### src/rtl/kp_pkg.sv
package kp_pkg;
   // Level of an active-low group select bit
   typedef enum logic {
      SEL_ON  = 1'b0,
      SEL_OFF = 1'b1
   } sel_lvl_e;
endpackage

### src/rtl/kp_group_mux.sv
module kp_group_mux
   import kp_pkg::*;
#(
   parameter int GROUP_W    = 4,
   parameter int NUM_GROUPS = 2,
   localparam int BTN_W     = GROUP_W * NUM_GROUPS
) (
   input  logic [BTN_W-1:0]      btn,
   input  logic [NUM_GROUPS-1:0] sel_n,
   output logic [GROUP_W-1:0]    nib_n
);
   logic [GROUP_W-1:0] masked [NUM_GROUPS];

   for (genvar g = 0; g < NUM_GROUPS; g++) begin : g_grp
      assign masked[g] = (sel_lvl_e'(sel_n[g]) == SEL_ON) ?
                         btn[g*GROUP_W +: GROUP_W] : '0;
   end

   always_comb begin
      logic [GROUP_W-1:0] acc;
      acc = '0;
      for (int g = 0; g < NUM_GROUPS; g++) acc = acc | masked[g];
      nib_n = ~acc;
   end
endmodule

### src/rtl/kp_change_det.sv
module kp_change_det #(
   parameter int BTN_W = 8
) (
   input  logic             clk,
   input  logic             rst_n,
   input  logic [BTN_W-1:0] btn_state,
   output logic             changed
);
   logic [BTN_W-1:0] btn_q;

   always_ff @(posedge clk) begin
      if (!rst_n) btn_q <= '0;
      else        btn_q <= btn_state;
   end

   assign changed = (btn_state != btn_q);
endmodule

### src/rtl/kp_fall_det.sv
module kp_fall_det #(
   parameter int GROUP_W = 4
) (
   input  logic               clk,
   input  logic               rst_n,
   input  logic               refresh,
   input  logic [GROUP_W-1:0] old_nib,
   input  logic [GROUP_W-1:0] new_nib,
   output logic               irq
);
   always_ff @(posedge clk) begin
      if (!rst_n) irq <= 1'b0;
      else        irq <= refresh && ((old_nib & ~new_nib) != '0);
   end
endmodule

### src/rtl/kp_select_reg.sv
module kp_select_reg #(
   parameter int GROUP_W    = 4,
   parameter int NUM_GROUPS = 2,
   parameter int REG_W      = 8,
   localparam int BTN_W     = GROUP_W * NUM_GROUPS,
   localparam int SEL_LO    = GROUP_W
) (
   input  logic             clk,
   input  logic             rst_n,
   input  logic [BTN_W-1:0] btn_state,
   input  logic             wr_en,
   input  logic [REG_W-1:0] wr_data,
   output logic [REG_W-1:0] rd_data,
   output logic             irq_pulse
);
   if (GROUP_W < 1 || NUM_GROUPS < 1) begin : g_bad_shape
      $error("kp_select_reg: group width and count must be positive");
   end
   if (REG_W <= GROUP_W + NUM_GROUPS) begin : g_bad_width
      $error("kp_select_reg: register needs at least one fixed upper bit");
   end

   logic [NUM_GROUPS-1:0] sel_q, sel_d;
   logic [GROUP_W-1:0]    nib_q, nib_d;
   logic                  btn_changed, refresh;

   kp_change_det #(.BTN_W(BTN_W)) u_chg (
      .clk       (clk),
      .rst_n     (rst_n),
      .btn_state (btn_state),
      .changed   (btn_changed)
   );

   assign refresh = wr_en | btn_changed;
   assign sel_d   = wr_en ? wr_data[SEL_LO +: NUM_GROUPS] : sel_q;

   kp_group_mux #(.GROUP_W(GROUP_W), .NUM_GROUPS(NUM_GROUPS)) u_mux (
      .btn   (btn_state),
      .sel_n (sel_d),
      .nib_n (nib_d)
   );

   always_ff @(posedge clk) begin
      if (!rst_n) begin
         sel_q <= '1;
         nib_q <= '1;
      end else if (refresh) begin
         sel_q <= sel_d;
         nib_q <= nib_d;
      end
   end

   kp_fall_det #(.GROUP_W(GROUP_W)) u_fall (
      .clk     (clk),
      .rst_n   (rst_n),
      .refresh (refresh),
      .old_nib (nib_q),
      .new_nib (nib_d),
      .irq     (irq_pulse)
   );

   always_comb begin
      rd_data = '1;
      rd_data[GROUP_W-1:0]          = nib_q;
      rd_data[SEL_LO +: NUM_GROUPS] = sel_q;
   end
endmodule

### config.mk
export PLATFORM = sky130hd
export DESIGN_NAME = kp_select_reg
export DESIGN_NICKNAME = d
export VERILOG_FILES = /design/src/rtl/kp_pkg.sv /design/src/rtl/kp_group_mux.sv /design/src/rtl/kp_change_det.sv /design/src/rtl/kp_fall_det.sv /design/src/rtl/kp_select_reg.sv
export SDC_FILE = /design/constraint.sdc
export NUM_CORES = 1
export LEC_CHECK = 0
export ABC_AREA = 1
export CORE_MARGIN = 10
export CORE_UTILIZATION = 46
export DETAILED_ROUTE_END_ITERATION = 16
export GPL_ROUTABILITY_DRIVEN = 1
export PLACE_DENSITY_LB_ADDON = 0.1
export SLEW_MARGIN = 20
export SYNTH_ARGS = -nofsm -noshare
export SYNTH_HDL_FRONTEND = slang
export SYNTH_SLANG_ARGS = --single-unit
### constraint.sdc
create_clock -name clk -period 1.9 [get_ports clk]
set_input_delay 0.38 -clock clk [delete_from_list [all_inputs] [get_ports clk]]
set_output_delay 0.38 -clock clk [all_outputs]
set_load 0.005 [all_outputs]
==> impl_metrics.toml <==
[die]
die_h_um = 60.9
die_x_um = 60.9
dieArea_mm2 = 0.00370
io_pins = 28
start_util_pct = 49.8
core_mm2 = 0.00154
rows = 14

[critical_path]
cp_top_family = "buffers and inverters"
criticalPathCategory = "reg2out"
slowest_delay_ps = 520
crit_slowest_cell = "clkdlybuf4s50_1"
cp-start-kind = "flip-flop"
crit_cells = 1
reg2reg_to = "nib_q[3]"
arrival_ps = 1180
cp-end-kind = "primary output"
crit_path_end = "rd_data[0]"
cp_cell_sequence = "clkdlybuf4s50_1"
reg2regPathDepth = 9
path_buf_inv = 1
crit_start = "nib_q[0]"
r2r_slack_ps = 760
reg2reg_from = "u_chg.btn_q[3]"
cp_max_fo = 3
cp.required_ps = 1520

[yosys]
yosys-top-cells-area = "dfxtp_1 39%, nand2_1 20%, nand3_1 12%, inv_1 10%, nor2_4 2.9%"
synth_top_cell_area_share_pct = 39.1
synthCells = 117
async_flop_share_pct = 0
synth_compound_area_share_pct = 1.14
synthTopCellsByCount = "40 x nand2_1, 21 x inv_1, 18 x nand3_1"
synth_top_area_cell = "dfxtp_1"
synth_edf_count = 0
ys_ff_latch = 15
synth_area_um2 = 768
synth-main-ff-cell = "dfxtp_1"
yosysUniqueCellTypes = 18
avgSynthCellArea_um2 = 6.57
yosys_warnings = 0
synth_top_family_by_area = "simple AND/OR/NAND/NOR gates"
synthXorXnorAreaFrac_pct = 2.28
synth.yosys.seq_area_share_pct = 39.1
yosysMostFrequentCell = "nand2_1"
synthMuxAreaShare_pct = 0
synth-simple-area-share_pct = 41.9
synth_fa_ha_area_share_pct = 0

[hold_path]
min_path_cells = 2
hold_path.class = "reg2reg"

[clocking]
cts_resized = 0
cts-root-buf = "clkbuf_4"
clk_pin_slew_worst_paths_ps = 80
cts_made_buffers = 3
clock_latency_ps = 280
cts_num_sinks = 15
htreeDepth = 1
cts_tree = "yes"
cts_max_path_buffers = 2
cts_setup_buffers = 0
ctsHoldBuffers = 0

[drt]
ant_nets = 0
drc = 0
wl_um = 1710
vias_per_cell = 4.69
vias = 727
wl_per_cell_um = 11.0
drt_pass1_iterations = 4
dr.first_iter.drc_count = 9

[cells_and_area]
ff_latch_area_um2 = 300
n_fill_cell = 146
finalNetCount = 159
area_growth_pct = 29.8
drive_above_1_share_pct = 10.8
antenna_cells = 0
multi_input_area_um2 = 355
final_util_pct = 64.7

[timing]
setup_tns_ps = 0
hold_viol_final = 0
setup_viol = 0
clock_skew_ps = 2.38
setup_ws_ps = 342
rsz0062_at_grt = "false"
max_freq_mhz = 642
fin_crit_sh_pct = 82.0
slew_violations = 0
period_needed_ps = 1560

[run_status]
status = "finished, final reports clean"

[pwr]
intPower_uw = 493
combinationalPowerShare_pct = 22.1
clockPowerShare_pct = 26.9
seqPwrFrac_pct = 51.0
p_leak_nw = 0.553
p_per_area_mw_per_mm2 = 683
switching_power_uw = 188
irDropWorstVdd_mv = 0.467
swShare_pct = 27.7

[global_routing]
grt_pass1_wl_um = 2970
track_usage_pct = 10.4
globalRoute.totalOverflow = 0
first_global_vias = 736
grt_max_degree = 16
antenna_found_initial = 0

[placement]
dpl.hpwl_um = 1370
gp_congestion = 0.804
portBuffers = 19
pre_cts_slack_ps = 166

[flow_run]
cap_violations = 0
[cell families (layout without fill, tap and decap cells)]
| group | Yosys count | in the layout |
|---|---|---|
| and+or+nand+nor | 69 | 69 |
| buffers and inverters | 29 | 50 |
| DFF | 15 | 15 |
| xor gates and xnor gates | 2 | 2 |
| other | 1 | 2 |
| AOI/OAI and AO/OA | 1 | 1 |
[flip-flops by register name (all words and copies together), names as in the netlist]
register,count
u_fall.irq,1
sel_q,2
nib_q,4
u_chg.btn_q,8
[routing by layer]
metal,vias up,track usage [%],share of wire (%)
li1,386,-,-
met1,317,11.7,43
met2,19,17.0,44
met3,5,3.76,11
met4,0,4.70,2.1
met5,-,0,0
[area by class of cell]
cell class                 count  area share [%]
sequential                    15            30.1
multi-input combinational     74            35.6
tap                           16            2.01
clock buffer                   4            2.63
timing repair buffer          20            19.8
inverter                      26            9.79
[power by group through the flow]
stage	clock network, mW	logic (mW)	registers, mW
after floorplan	0	0.0805	0.354
after global placement	0	0.148	0.354
after detailed placement	0	0.151	0.355
after CTS	0.193	0.152	0.347
after global routing	0.199	0.171	0.350
final	0.183	0.150	0.347
[worst min path at each step]
stage,endpoint,start,slack [ps]
after CTS,nib_q[0],nib_q[0],530
final,nib_q[1],nib_q[1],530
after global routing,nib_q[1],nib_q[1],570
after global placement,nib_q[3],nib_q[3],510
after detailed placement,nib_q[0],nib_q[0],520
after floorplan,u_chg.btn_q[0],btn_state[0],470
[layout by cell type, fill, tap and decap left out]
master and instances:
nor2_1 3, nand2_4 1, or2_1 1, clkbuf_1 1
clkinv_1 1, nand3_1 18, dfxtp_1 15, nand2_2 2
clkdlybuf4s50_1 19, nand3b_1 1, inv_2 4, buf_4 1
nand2_1 40, clkbuf_4 3, inv_1 21, conb_1 2
nand3_2 1, a21oi_2 1, xnor2_1 2, nor2_4 2
[stage by stage]
step | power (mW) | instance area (um2) | hold slack (ps) | cells
after detailed placement | 0.506 | 971 | 516 | 151
after global routing | 0.720 | 997 | 569 | 155
after global placement | 0.502 | 971 | 507 | 151
after floorplan | 0.435 | 772 | 473 | 118
after CTS | 0.693 | 997 | 529 | 155
final | 0.681 | 997 | 529 | 155
Note: power is estimated with default switching activity, not from simulation.
